`src/rtl/rdsel_pkg.sv`:
```
package rdsel_pkg;
  localparam int unsigned CELLS = 8;
  localparam int unsigned DW    = 26;
  localparam int unsigned HIW   = 10;
  localparam int unsigned LOW   = DW - HIW;
  localparam int unsigned AW    = $clog2(CELLS);

  typedef logic [DW-1:0] word_t;
endpackage

```
`src/rtl/rdsel_ctl.sv`:
```
module rdsel_ctl #(
  parameter int unsigned AW = 3
) (
  input  logic          clk,
  input  logic          rst_n,
  input  logic [AW-1:0] adr_i,
  input  logic          stage_sel_i,
  input  logic          ctl_clr_n_i,
  output logic [AW-1:0] adr_q,
  output logic          stage_sel_q,
  output logic          clr_q
);
  always_ff @(posedge clk or negedge rst_n) begin
    if (!rst_n) begin
      adr_q       <= '0;
      stage_sel_q <= 1'b0;
      clr_q       <= 1'b1;
    end else begin
      adr_q       <= adr_i;
      stage_sel_q <= stage_sel_i;
      clr_q       <= ctl_clr_n_i;
    end
  end
endmodule

```
`src/rtl/rdsel_capture.sv`:
```
module rdsel_capture #(
  parameter int unsigned CELLS = 8,
  parameter int unsigned DW    = 26,
  localparam int unsigned AW   = $clog2(CELLS)
) (
  input  logic                clk,
  input  logic                rst_n,
  input  logic                clr_q,
  input  logic [AW-1:0]       adr_q,
  input  logic [CELLS*DW-1:0] acc_flat,
  output logic [DW-1:0]       cap_o,
  output logic                new_sel_o
);
  logic [AW-1:0] adr_prev;
  logic          prime;
  logic [DW-1:0] sel_val;

  assign sel_val   = acc_flat[adr_q*DW +: DW];
  assign new_sel_o = prime | (adr_q != adr_prev);

  always_ff @(posedge clk or negedge rst_n) begin
    if (!rst_n) begin
      adr_prev <= '0;
      prime    <= 1'b1;
      cap_o    <= '0;
    end else begin
      adr_prev <= adr_q;
      if (!clr_q) begin
        cap_o <= '0;
        prime <= 1'b1;
      end else if (new_sel_o) begin
        cap_o <= sel_val;
        prime <= 1'b0;
      end
    end
  end

  assert_snap_R2: assert property (@(posedge clk) disable iff (!rst_n)
    (clr_q && new_sel_o) |=> cap_o == $past(sel_val));
  assert_hold_R3: assert property (@(posedge clk) disable iff (!rst_n)
    (clr_q && !new_sel_o) |=> $stable(cap_o));
  assert_clr_R10: assert property (@(posedge clk) disable iff (!rst_n)
    !clr_q |=> cap_o == '0);
endmodule

```
`src/rtl/rdsel_clear.sv`:
```
module rdsel_clear #(
  parameter int unsigned CELLS = 8,
  localparam int unsigned AW   = $clog2(CELLS)
) (
  input  logic             clk,
  input  logic             rst_n,
  input  logic             erase_n,
  input  logic             clr_q,
  input  logic [AW-1:0]    adr_q,
  output logic [CELLS-1:0] mask_o
);
  for (genvar c = 0; c < CELLS; c++) begin : g_cell
    assign mask_o[c] = !erase_n && (!clr_q || (adr_q == AW'(c)));
  end

  assert_one_R4: assert property (@(posedge clk) disable iff (!rst_n)
    (!erase_n && clr_q) |-> ($countones(mask_o) == 1 && mask_o[adr_q]));
  assert_all_R5: assert property (@(posedge clk) disable iff (!rst_n)
    (!erase_n && !clr_q) |-> (&mask_o));
  assert_idle_R6: assert property (@(posedge clk) disable iff (!rst_n)
    erase_n |-> mask_o == '0);
endmodule

```
`src/rtl/rdsel_field.sv`:
```
module rdsel_field #(
  parameter int unsigned W = 16
) (
  input  logic         clk,
  input  logic         rst_n,
  input  logic [W-1:0] val_i,
  input  logic         en_n,
  output logic [W-1:0] field_o,
  output logic         vld_o
);
  assign vld_o   = ~en_n;
  assign field_o = en_n ? '0 : val_i;

  assert_off_zero_R7_R8: assert property (@(posedge clk) disable iff (!rst_n)
    !vld_o |-> field_o == '0);
endmodule

```
`src/rtl/acc_readout_sel.sv`:
```
module acc_readout_sel
  import rdsel_pkg::*;
#(
  parameter int unsigned NCELL = CELLS,
  parameter int unsigned WORD  = DW,
  parameter int unsigned HI_W  = HIW,
  localparam int unsigned LO_W = WORD - HI_W,
  localparam int unsigned A_W  = $clog2(NCELL)
) (
  input  logic                  clk,
  input  logic                  rst_n,
  input  logic [A_W-1:0]        adr_i,
  input  logic                  stage_sel_i,
  input  logic                  ctl_clr_n_i,
  input  logic                  erase_n_i,
  input  logic [NCELL*WORD-1:0] acc_i,
  input  logic [WORD-1:0]       stage_sum_i,
  input  logic                  en_hi_n_i,
  input  logic                  en_lo_n_i,
  output logic [HI_W-1:0]       sum_hi_o,
  output logic [LO_W-1:0]       sum_lo_o,
  output logic                  vld_hi_o,
  output logic                  vld_lo_o,
  output logic [NCELL-1:0]      clr_mask_o
);
  logic [A_W-1:0]  adr_q;
  logic            stage_sel_q;
  logic            clr_q;
  logic [WORD-1:0] cap;
  logic            new_sel;
  logic [WORD-1:0] result;

  rdsel_ctl #(.AW(A_W)) i_ctl (
    .clk(clk), .rst_n(rst_n), .adr_i(adr_i), .stage_sel_i(stage_sel_i),
    .ctl_clr_n_i(ctl_clr_n_i), .adr_q(adr_q), .stage_sel_q(stage_sel_q),
    .clr_q(clr_q)
  );

  rdsel_capture #(.CELLS(NCELL), .DW(WORD)) i_cap (
    .clk(clk), .rst_n(rst_n), .clr_q(clr_q), .adr_q(adr_q),
    .acc_flat(acc_i), .cap_o(cap), .new_sel_o(new_sel)
  );

  rdsel_clear #(.CELLS(NCELL)) i_clr (
    .clk(clk), .rst_n(rst_n), .erase_n(erase_n_i), .clr_q(clr_q),
    .adr_q(adr_q), .mask_o(clr_mask_o)
  );

  assign result = stage_sel_q ? stage_sum_i : cap;

  for (genvar g = 0; g < 2; g++) begin : g_fld
    if (g == 0) begin : g_lo
      rdsel_field #(.W(LO_W)) i_fld (
        .clk(clk), .rst_n(rst_n), .val_i(result[LO_W-1:0]), .en_n(en_lo_n_i),
        .field_o(sum_lo_o), .vld_o(vld_lo_o)
      );
    end else begin : g_hi
      rdsel_field #(.W(HI_W)) i_fld (
        .clk(clk), .rst_n(rst_n), .val_i(result[WORD-1:LO_W]), .en_n(en_hi_n_i),
        .field_o(sum_hi_o), .vld_o(vld_hi_o)
      );
    end
  end

  assert_pick_R9: assert property (@(posedge clk) disable iff (!rst_n)
    (stage_sel_q && !en_hi_n_i && !en_lo_n_i) |-> {sum_hi_o, sum_lo_o} == stage_sum_i);
endmodule

```
`config.mk`:
```
export PLATFORM = sky130hd
export DESIGN_NAME = acc_readout_sel
export DESIGN_NICKNAME = d
export VERILOG_FILES = /design/src/rtl/rdsel_pkg.sv /design/src/rtl/rdsel_ctl.sv /design/src/rtl/rdsel_capture.sv /design/src/rtl/rdsel_clear.sv /design/src/rtl/rdsel_field.sv /design/src/rtl/acc_readout_sel.sv
export SDC_FILE = /design/constraint.sdc
export NUM_CORES = 1
export LEC_CHECK = 0
export ABC_AREA = 1
export BUFFER_PORTS_ARGS = -buffer_cell sky130_fd_sc_hd__buf_4
export CAP_MARGIN = 5
export CORE_AREA = 2 2 108 110
export DETAILED_ROUTE_END_ITERATION = 7
export DIE_AREA = 0 0 110 112
export PLACE_DENSITY = 0.66
export SLEW_MARGIN = 0
export SYNTH_ARGS = -nofsm -noshare
export SYNTH_HDL_FRONTEND = slang
export SYNTH_SLANG_ARGS = --single-unit
```
`constraint.sdc`:
```
create_clock -name clk -period 1.5 [get_ports clk]
set_clock_uncertainty 0.05 [all_clocks]
set_input_delay 0.15 -clock clk [delete_from_list [all_inputs] [get_ports clk]]
set_output_delay 0.15 -clock clk [all_outputs]
set_load 0.005 [all_outputs]
```
## Word level (Yosys, flattened, before mapping)

Index checks and enable logic that the tools add are counted.

| cells by class | value |
|---|---|
| order comparisons | 0 |
| muxes and demuxes | 7 |
| equal/unequal tests | 9 |
| divide/modulo/power cells | 0 |
| shift operators | 1 |
| reductions and logical operators | 19 |
| bitwise gates (word level) | 3 |
| add/subtract/negate cells | 0 |
| multiply operators | 1 |

Operator list:

| operator | count |
|---|---|
| indexed part select 208 x 9 -> 26 bit | 1 |
| two-way mux 26 bit | 3 |
| two-way mux 16 bit | 1 |
| equality test 3 bit (second input constant) | 4 |
| two-way mux 10 bit | 1 |
| logical AND 1 bit | 8 |
| logical OR 1 bit | 8 |
| multiplier 3 x 4 -> 7 bit (second input constant) | 1 |
| equality test 3 x 2 -> 1 bit (second input constant) | 2 |
| equality test 3 x 1 -> 1 bit (second input constant) | 1 |
| zero test 3 bit | 1 |
| inequality test 3 bit | 1 |
| zero test 1 bit | 2 |
| two-way mux 1 bit | 2 |
| inequality test 2 x 1 -> 1 bit (second input constant) | 1 |
| inverter 1 bit | 2 |
| OR 1 bit | 1 |

| word-level totals | value |
|---|---|
| memories | 0 |
| RAM bits | 0 |
| input port bits | 244 |
| register bits after elaboration | 35 |
| ROM bits | 0 |
| output and inout bits | 36 |
| latch bits | 0 |

## Longest topological paths before layout

Gate-level depths: netlist (run 1).

| depth | value |
|---|---|
| depth in word-level cells | 4 |
| gate-level depth with buffers | 10 |
| depth with buffers taken out | 7 |

## Modules after synthesis

Synthesis (run 1) repeated with hierarchy kept, for this count alone.

| unflattened totals | value |
|---|---|
| cells, all modules | 991 |
| area total of the unflattened synthesis | 4,869.7 um^2 |

Modules (own cells, without submodules):

| module | area an instance (um^2) | cells each | times used | seq. area each (um^2) |
|---|---|---|---|---|
| rdsel_capture | 4,030.1 | 823 | 1 | 752.0 |
| acc_readout_sel | 372.9 | 84 | 1 | 0.0 |
| rdsel_field (g_fld[0].g_lo.i_fld) | 150.1 | 35 | 1 | 0.0 |
| rdsel_ctl | 126.4 | 5 | 1 | 126.4 |
| rdsel_clear | 100.1 | 22 | 1 | 0.0 |
| rdsel_field (g_fld[1].g_hi.i_fld) | 90.1 | 22 | 1 | 0.0 |

## Least setup slack after synthesis (run 1)

OpenSTA, ideal clock, no wires.

| timing | value |
|---|---|
| path kind | register to register |
| from | reg i_ctl.clr_q |
| to | reg i_cap.cap_o[0] |
| required time | 1,385 ps |
| clock period less this slack | 1,543 ps |
| buffers on the path | 3 |
| cell stages (with the launch flop) | 11 |
| path slack | -43 ps |
| arrival | 1,428 ps |
| cell sequence | dfstp_2 -> buf_4 -> inv_2 -> nor2_1 -> nand2_1 -> nor2_2 -> and2_1 -> buf_4 -> buf_6 -> nand2_1 -> nand2_1 |

| on the way | value |
|---|---|
| longest elaborated chain between the ends | 1 |
| elaborated cells between the ends (all ways) | 2 |
| classes of those cells | 1 x eq/ne; 1 x mux |

Ends and longest elaborated chain:

| element | line | text |
|---|---|---|
| start, declared | rdsel_ctl.sv:11 | `output logic clr_q` |
| start signal, assigned | rdsel_ctl.sv:21 | `clr_q <= ctl_clr_n_i;` |
| inequality test 2 x 1 -> 1 bit (no line) / two-way mux 26 bit (equally long branches) | -- |  |
| end signal, assigned | rdsel_capture.sv:32 | `cap_o <= sel_val;` |
| end, declared | rdsel_capture.sv:11 | `output logic [DW-1:0] cap_o,` |

Several ways; a longest one is shown, not always the timed one.
A chain may end at the register's enable or synchronous reset.

## Final worst setup path (run 1)

| timing | value |
|---|---|
| from | reg i_ctl.adr_q[0] |
| to | reg i_cap.cap_o[11] |

| on the way | value |
|---|---|
| longest elaborated chain between the ends | 4 |
| elaborated cells between the ends (all ways) | 7 |
| classes of those cells | 1 x mul; 2 x eq/ne; 1 x shift; 2 x mux; 1 x bitwise |

Ends and longest elaborated chain:

| element | line | text |
|---|---|---|
| start, declared | rdsel_ctl.sv:9 | `output logic [AW-1:0] adr_q,` |
| start signal, assigned | rdsel_ctl.sv:19 | `adr_q <= adr_i;` |
| multiplier 3 x 4 -> 7 bit | rdsel_capture.sv:18 | `assign sel_val = acc_flat[adr_q*DW +: DW];` |
| indexed part select 208 x 9 -> 26 bit | rdsel_capture.sv:18 |  |
| two-way mux 26 bit | rdsel_capture.sv:31 | `end else if (new_sel_o) begin` |
| two-way mux 26 bit | rdsel_capture.sv:28 | `if (!clr_q) begin` |

Several ways; a longest one is shown, not always the timed one. The select of a mux whose other input is x is not followed.

==> metrics, run 1 <==
overall power ~3.8 mW; gpl congestion 0.812; Detailed Place HPWL 12300 um; diodes inserted 0; Max Root-Sink Buffers 2; Yosys reg bits 35; chip width between 100 and 150 um; Initial DRC Count around 490; worst path required time ~1.7 ns; slew margin rel. roughly 69%; first-pass GRT wire length roughly 26000 um; Chip Height about 110 um; share of cells above drive strength 1 between 40 and 50%; endpoint class of the critical path flip-flop; vias in the first global route a little over 5000; largest net degree at the start of global routing 36; non-filler instance count after layout 1053; Yosys top cell by area nand2_1; synth top area cells nand2_1, dfrtp_1, nand4_1, nor2_1, a21oi_1; Worst Hold Class in2reg; Sink Count 35; global route overflow 0; Worst VDD drop approximately 0.49 mV; placed cells about 1000; Period Utilization, post-route 115%; CTS root buffer clkbuf_16; crit path kind reg2reg; Worst-Margin Slew 0.460 ns; Pins Over Slew Limit 0; port bufs about 280; drt pass-1 iters 5; routed vias approximately 5300; Yosys cell types 21; gr usage total 27.5%; final wirelength 18300 um; Antenna Nets Post-Route 0; initial antenna violation count 1; area grow syn2layout 103%; setup TNS -5.11 ns; Core ar. ~11000 um^2; DRC viols 0; Syn Inst Count 589; CTS buffer count 5; worst setup margin -0.220 ns; critical path arrival between 1.5 and 2 ns; fin nets ~1200; Die Area ~12000 um^2; Max Cap Viol 0; worst skew pair latency approximately 0.27 ns; pwr dens roughly 570 nW/um^2; # H-tree levels 2; final setup fails 34; syn_area_per_cell 5.58 um^2; post-synth top area share between 30% and 40%; row count 39; RSZ-0062 raised after global routing true; Startpoint Class flip-flop; setup slack at placement -0.192 ns; status complete, but fails checks; post-synthesis sequential area ratio around a quarter; syn nets between 800 and 900; drt via density a little over 5; CTS tree built; Area after DPL 5570 um^2; I/O pin cnt 280; worst-path maximum fanout 8; post-synthesis cell area 3290 um^2; clock-pin slew on the worst setup and hold paths 0.05 ns; Final min period 1.72 ns; synth warn 0; leakage roughly 3.5 nW; Hold Fails Final Rpt 0; failing checks negative setup slack; Final Cell Area about 6700 um^2; Fmax 581 MHz; drt wl/cell ~17 um; Initial Utilization between 20% and 30%
worst paths after layout:
path / from / end / slack (ns) / cells after the start
hold / removal: acc_i[88] / i_cap.cap_o[10]$_DFFE_PN0P_ / 0.18 / 5
min in group asynchronous: rst_n / i_cap.cap_o[25]$_DFFE_PN0P_ / 0.33 / 2
hold reg to reg: i_cap.cap_o[1]$_DFFE_PN0P_ / i_cap.cap_o[1]$_DFFE_PN0P_ / 0.43 / 2
setup / recovery: i_ctl.adr_q[0]$_DFF_PN0_ / i_cap.cap_o[11]$_DFFE_PN0P_ / -0.22 / 10
setup reg to reg: i_ctl.adr_q[0]$_DFF_PN0_ / i_cap.cap_o[11]$_DFFE_PN0P_ / -0.22 / 10
max in group asynchronous: rst_n / i_ctl.clr_q$_DFF_PN1_ / 0.72 / 2
state kept, by name, indices dropped and copies added, names as in the netlist:
| name | count |
|---|---|
| i_ctl.stage_sel_q | 1 |
| i_cap.cap_o | 26 |
| i_ctl.clr_q | 1 |
| i_ctl.adr_q | 3 |
| i_cap.adr_prev | 3 |
| i_cap.prime | 1 |
through the flow:
stage	hold WS [ns]	util, %
5_1_grt	0.209	59.8
2_1_floorplan	-0.196	-
3_3_place_gp	0.0788	49.8
6_report	0.185	59.8
4_1_cts	0.181	57.1
3_5_place_dp	0.0790	49.8
worst max-delay path, stage by stage (launching register included):
cell	delay [ns]
dfrtp_1	0.44
buf_6	0.15
buf_6	0.10
nor2_4	0.12
buf_12	0.15
buf_4	0.11
buf_8	0.12
nand2_2	0.05
nand4_1	0.16
nand3_1	0.12
nand2_1	0.09
logic make-up (layout without fill, tap and decap cells):
family	count (synthesis)	count (layout)	synth area share (%)
flip-flops	35	35	26.7
buffers and inverters	52	372	7.72
AND/OR/NAND/NOR	441	441	56.0
AO/OA/AOI/OAI	61	62	9.62
area by class of cell:
class / instances / area, um^2
Clock buffer: 8 / 156
Fill cell: 1038 / 4490
Inverter: 10 / 45.0
Multi-Input combinational cell: 503 / 2330
Sequential cell: 35 / 880
Tap cell: 143 / 179
Timing Repair Buffer: 353 / 3090
Timing Repair inverter: 1 / 5.00
power breakdown:
part,switching [mW],internal [mW],total (mW),leakage [nW]
logic,0.709,0.912,1.62,2.99
registers,0.0755,1.03,1.10,0.437
clock network,0.359,0.706,1.07,0.0772
Yosys cell counts:
master	instances
a21oi_1	34
a21oi_4	1
and2_1	1
buf_1	4
buf_2	14
buf_4	5
buf_6	3
clkbuf_1	16
clkinv_1	1
dfrtp_1	33
dfstp_2	2
inv_1	5
inv_2	4
nand2_1	303
nand3_1	26
nand4_1	52
nor2_1	53
nor2_2	5
nor2_4	1
o21ai_0	23
o21ai_1	3
routing by layer:
layer | track usage (%) | routed length, um | up-vias | share of wire (%)
li1 | - | - | 2564 | -
met1 | 36.8 | 7430 | 2425 | 41
met2 | 46.7 | 9160 | 292 | 50
met3 | 3.28 | 1450 | 28 | 7.9
met4 | 6.58 | 225 | 2 | 1.2
met5 | 0 | 13 | - | 0.071
cell usage in the layout (no fill, tap or decap), types with 8 or more instances in the layout:
master,Yosys,routed
nand4_1,52,52
nand3_1,26,22
buf_6,3,12
nand2_1,303,283
buf_4,5,309
o21ai_1,3,23
clkbuf_16,0,8
dfrtp_1,33,32
nor2_1,53,53
buf_12,0,12
a21oi_2,0,8
a21oi_1,34,26
nand2_2,0,15
repair_timing:
| action | in CTS | in global routing |
|---|---|---|
| buffers inserted | 25 | 14 |
| gates resized for setup | 49 | 63 |
| hold buffers | 6 | 0 |
| setup endpoints to repair | 60 | 53 |
| pin swaps | 13 | 36 |
| cloned | 9 | 4 |
| endpoints found under the hold margin | 38 | 0 |
No activity file was read; power rests on OpenSTA's default activity.
==> run 2: changes to the inputs <==
PLACE_DENSITY = unset   (was 0.66)
PLACE_DENSITY_LB_ADDON = 0.12   (was unset)
==> run 2 against run 1 <==
  * The flow still finishes with violations (negative setup slack)
  * Total power rose by 7.0%
  * First-iteration DRC count is 49% lower
  * Count of clock-buffer cells in the layout decreased by 2
  * Critical path depth down 4
  * Final area is 1.9% higher
==> metrics, run 2 (synthesis gave the netlist of run 1 again) <==
share of cells above drive strength 1 48.2%; worst path required time 1.30 ns; port bufs between 200 and 300; RSZ-0062 raised after global routing true; routed vias between 5000 and 6000; Worst VDD drop 0.532 mV; met2 Use GR around 47%; GRT busiest layer met2; Largest regs i_cap.cap_o (26), i_cap.adr_prev (3), i_ctl.adr_q (3); fin nets between 1000 and 1500; drt via density between 4 and 5; Period Utilization, post-route 112%; GR Layer Usage met3 3.98%; worst setup margin -0.174 ns; status complete, but fails checks; I/O pin cnt 280; Core ar. about 11000 um^2; worst-path maximum fanout 4; Most flops, register i_cap.cap_o; non-filler instance count after layout approximately 1000; commonest cells after routing, fill and taps aside buf_4, nand2_1, nor2_1, nand4_1, nand2_2; slew margin rel. approximately 69%; Antenna Nets Post-Route 0; Die Area between 10000 and 15000 um^2; Startpoint Class flip-flop; Initial Utilization slightly below 30%; area grow syn2layout 107%; worst skew pair latency between 0.2 and 0.3 ns; leakage 3.57 nW; met1 GRT Util about 36%; DRC viols 0; gr usage total between 20 and 30%; critical path arrival 1.47 ns; Final Cell Area about 6800 um^2; largest net degree at the start of global routing 36; Detailed Place HPWL between 10000 and 15000 um; CTS buffer count 5; commonest non-fill, non-tap cell in the layout buf_4; diodes inserted 0; drt wl/cell roughly 17 um; crit path kind reg2out; CTS tree built; setup slack at placement -0.158 ns; chip width ~110 um; Final min period 1.67 ns; clock-pin slew on the worst setup and hold paths ~0.060 ns; Area after DPL 5610 um^2; Pins Over Slew Limit 0; CTS root buffer clkbuf_16; final wirelength 17500 um; Worst Hold Class in2reg; Max Root-Sink Buffers 2; drt pass-1 iters 5; Worst-Margin Slew approximately 0.46 ns; endpoint class of the critical path output pin; placed cells roughly 1000; Chip Height around 110 um; Sink Count 35; Max Cap Viol 0; pwr dens around 590 nW/um^2; failing checks negative setup slack; global route overflow 0; first-pass GRT wire length approximately 26000 um; Fmax approximately 600 MHz; Hold Fails Final Rpt 0; gpl congestion just over 0.9; # H-tree levels 2; initial antenna violation count 0; vias in the first global route 5196; flop-to-flop setup slack -0.13 ns; Largest register FFs 26; Initial DRC Count roughly 250; row count 39; final setup fails 34
run 2: layout make-up:
cell class / instances / area, um^2
tap: 143 / 179
sequential: 35 / 881
multi-input combinational: 503 / 2460
inverter: 10 / 45.0
clock buffer: 6 / 129
clock inverter: 2 / 60.1
fill: 1077 / 4360
timing repair buffer: 349 / 3060
run 2: what timing repair did:
item / in CTS / in global routing
pin swaps: 49 / 65
buffers inserted: 30 / 3
endpoints found under the setup margin: 60 / 54
gates resized for setup: 91 / 81
hold buffers: 6 / 0
endpoints found under the hold margin: 38 / 0
gates cloned: 11 / 2
run 2: worst max-delay path, cell delays in order (launching register included):
cell     delay [ns]
dfrtp_2        0.44
buf_6          0.14
nor2_4         0.17
buf_12         0.13
nand2_4        0.04
a21oi_2        0.15
buf_4          0.13
run 2: metal layers:
layer,vias up,wire (um)
met2,205,8660
met1,2406,7360
met3,28,1040
met5,-,0
met4,0,420
li1,2563,-
run 2: where the power goes:
group	internal (mW)	switching [mW]
Combinational	0.907	0.711
Clock	0.953	0.382
Sequential	1.03	0.0744
Total	2.89	1.17
run 2: worst paths after layout:
check | startpoint | to | depth (start not counted)
max | i_ctl.adr_q[0]$_DFF_PN0_ | clr_mask_o[2] | 6
min | acc_i[52] | i_cap.cap_o[0]$_DFFE_PN0P_ | 5
max reg2reg | i_ctl.adr_q[0]$_DFF_PN0_ | i_cap.cap_o[10]$_DFFE_PN0P_ | 10
min reg2reg | i_cap.cap_o[20]$_DFFE_PN0P_ | i_cap.cap_o[20]$_DFFE_PN0P_ | 2
max in group asynchronous | rst_n | i_ctl.clr_q$_DFF_PN1_ | 2
min in group asynchronous | rst_n | i_ctl.stage_sel_q$_DFF_PN0_ | 2
run 2: stage by stage:
stage / TNS [ns] / hold WS (ns) / total power, mW / util (%)
4_1_cts: -3.09 / 0.172 / 3.99 / 59.4
5_1_grt: -4.70 / 0.210 / 4.26 / 61.0
3_3_place_gp: -2.10 / 0.0822 / 2.39 / 50.2
2_1_floorplan: -0.776 / -0.196 / 1.58 / -
6_report: -2.67 / 0.162 / 4.05 / 61.0
3_5_place_dp: -3.40 / 0.0841 / 2.41 / 50.2
==> run 3: changes to the inputs <==
CELL_PAD_IN_SITES_DETAIL_PLACEMENT = 1   (was unset)
CELL_PAD_IN_SITES_GLOBAL_PLACEMENT = 1   (was unset)
CORE_AREA = unset   (was 2 2 108 110)
CORE_UTILIZATION = 21   (was unset)
DIE_AREA = unset   (was 0 0 110 112)
==> run 3 against run 2 <==
  * The flow still finishes with violations (negative setup slack)
  * Critical endpoint is now i_cap.cap_o[0]$_DFFE_PN0P_
  * Total power is 2.6% higher
  * Largest cell class unchanged
  * Final area is 6.9% higher
  * Die area is 31% higher
  * Global-route usage down 1.2 points
  * First-iteration DRC count down 12%
  * Cell count increased by 7.3%
  * Core utilization shrank 13 points
  * Sequential power barely moved
  * Highest routed layer unchanged
  * Routed wire length increased by 26%
  * Sequential cell count is the same
==> metrics, run 3 (synthesis gave the netlist of run 1 again) <==
status complete, but fails checks; failing checks negative setup slack; routed vias around 5400; Initial DRC Count approximately 220; worst path required time between 1.5 and 2 ns; gpl congestion slightly below 0.8; worst-path maximum fanout 6; clock-pin slew on the worst setup and hold paths ~0.060 ns; critical path arrival roughly 1.8 ns; slew margin rel. between 50% and 60%; Startpoint Class flip-flop; Final min period ~1.6 ns; port bufs ~280; Die Area about 16000 um^2; Worst-Margin Slew 0.705 ns; non-filler instance count after layout between 1000 and 1500; global route overflow 0; initial antenna violation count 0; Max Cap Viol 0; Largest regs i_cap.cap_o (26), i_cap.adr_prev (3), i_ctl.adr_q (3); share of cells above drive strength 1 52.2%; Detailed Place HPWL between 10000 and 15000 um; vias in the first global route ~5800; worst skew pair latency roughly 0.28 ns; gr usage total a little over a quarter; commonest cells after routing, fill and taps aside buf_4, nand2_1, nand4_1; worst setup margin -0.141 ns; overall power between 4 and 5 mW; DRC viols 0; endpoint class of the critical path flip-flop; area grow syn2layout 121%; final wirelength 22000 um; diodes inserted 0; setup slack at placement -0.254 ns; CTS root buffer clkbuf_16; worst hold margin approximately 0.17 ns; RSZ-0062 raised after global routing true; Sink Count 35; first-pass GRT wire length ~33000 um; Fmax approximately 600 MHz; I/O pin cnt 280; placed cells about 1100; Worst Hold Class in2reg; Pins Over Slew Limit 0; commonest non-fill, non-tap cell in the layout buf_4; final setup fails 58; fin nets 1157; Period Utilization, post-route 109%; drt wl/cell between 15 and 20 um; Max Root-Sink Buffers 2; Core ar. roughly 15000 um^2; crit path kind reg2reg; # H-tree levels 2; CTS tree built; largest net degree at the start of global routing 36; Largest register FFs 26; row count 45; pwr dens around 570 nW/um^2; drt pass-1 iters 4; Chip Height around 130 um; CTS buffer count 5; leakage 3.67 nW; Worst VDD drop 0.397 mV; Antenna Nets Post-Route 0; Most flops, register i_cap.cap_o; chip width about 130 um; Hold Fails Final Rpt 0; Initial Utilization a little over a fifth; drt via density around 4.8
run 3: changes by cell type in the layout (fill, tap and decap cells not counted), moves of 14 or more:
| cell | delta |
|---|---|
| nand2_1 | +25 |
| nand2_2 | -23 |
| nor2_1 | -32 |
| nor2_4 | +22 |
| o21ai_1 | -17 |
| o21ai_2 | +14 |
run 3: layer usage:
layer	vias to the layer above	track usage, %	part of all wire, %
met1	2580	33.3	41
met4	0	8.33	2.5
met5	-	0	0
met3	30	3.35	5.2
li1	2578	-	-
met2	209	46.9	51
run 3: timing repair:
action / CTS / global route
pin swaps: 20 / 50
gates resized for setup: 68 / 138
setup endpoints to repair: 60 / 58
hold buffers: 6 / 0
setup buffers: 29 / 9
cloned: 11 / 4
hold endpoints to repair: 38 / 0
run 3: worst paths after layout:
kind                                             start                     endpoint  slack (ns)  depth (start not counted)
max                           i_ctl.adr_q[0]$_DFF_PN0_   i_cap.cap_o[0]$_DFFE_PN0P_       -0.14                         11
min                                         acc_i[181]  i_cap.cap_o[25]$_DFFE_PN0P_        0.17                          5
max reg2reg                   i_ctl.adr_q[0]$_DFF_PN0_   i_cap.cap_o[0]$_DFFE_PN0P_       -0.14                         11
min reg2reg                i_cap.cap_o[17]$_DFFE_PN0P_  i_cap.cap_o[17]$_DFFE_PN0P_        0.44                          2
max in group asynchronous                        rst_n     i_ctl.adr_q[0]$_DFF_PN0_        0.66                          2
min in group asynchronous                        rst_n  i_cap.cap_o[15]$_DFFE_PN0P_        0.35                          2
run 3: power by group:
group | internal, mW | total [mW] | leakage, nW | switching (mW)
clock network | 0.827 | 1.25 | 0.0868 | 0.424
registers | 1.03 | 1.12 | 0.436 | 0.0930
logic | 0.984 | 1.79 | 3.15 | 0.807
total | 2.84 | 4.16 | 3.67 | 1.32
run 3: per-stage QoR:
stage	setup TNS, ns	util, %	cell area, um^2
finish	-4.09	47.7	7290
global route	-7.25	47.7	7290
CTS	-3.29	43.8	6690
detailed placement	-5.80	37.4	5700
global placement	-4.34	37.4	5700
floorplan	-0.776	-	3300
run 3: layout make-up:
type	count	area (um^2)
Sequential cell	35	881
Inverter	10	47.5
Clock inverter	2	35.0
Multi-Input combinational cell	503	2680
Clock buffer	6	139
Tap cell	211	264
Timing Repair Buffer	358	3240
Fill cell	1902	7970
run 3: critical path: stages (launching register included):
cell and delay [ns]:
dfrtp_2 0.45, inv_2 0.11, buf_6 0.12, nand2_4 0.05, nand2_4 0.07, nor2_4 0.04, and2_4 0.16, buf_12 0.13
buf_12 0.12, buf_16 0.14, nand2_2 0.05, nand2_1 0.05
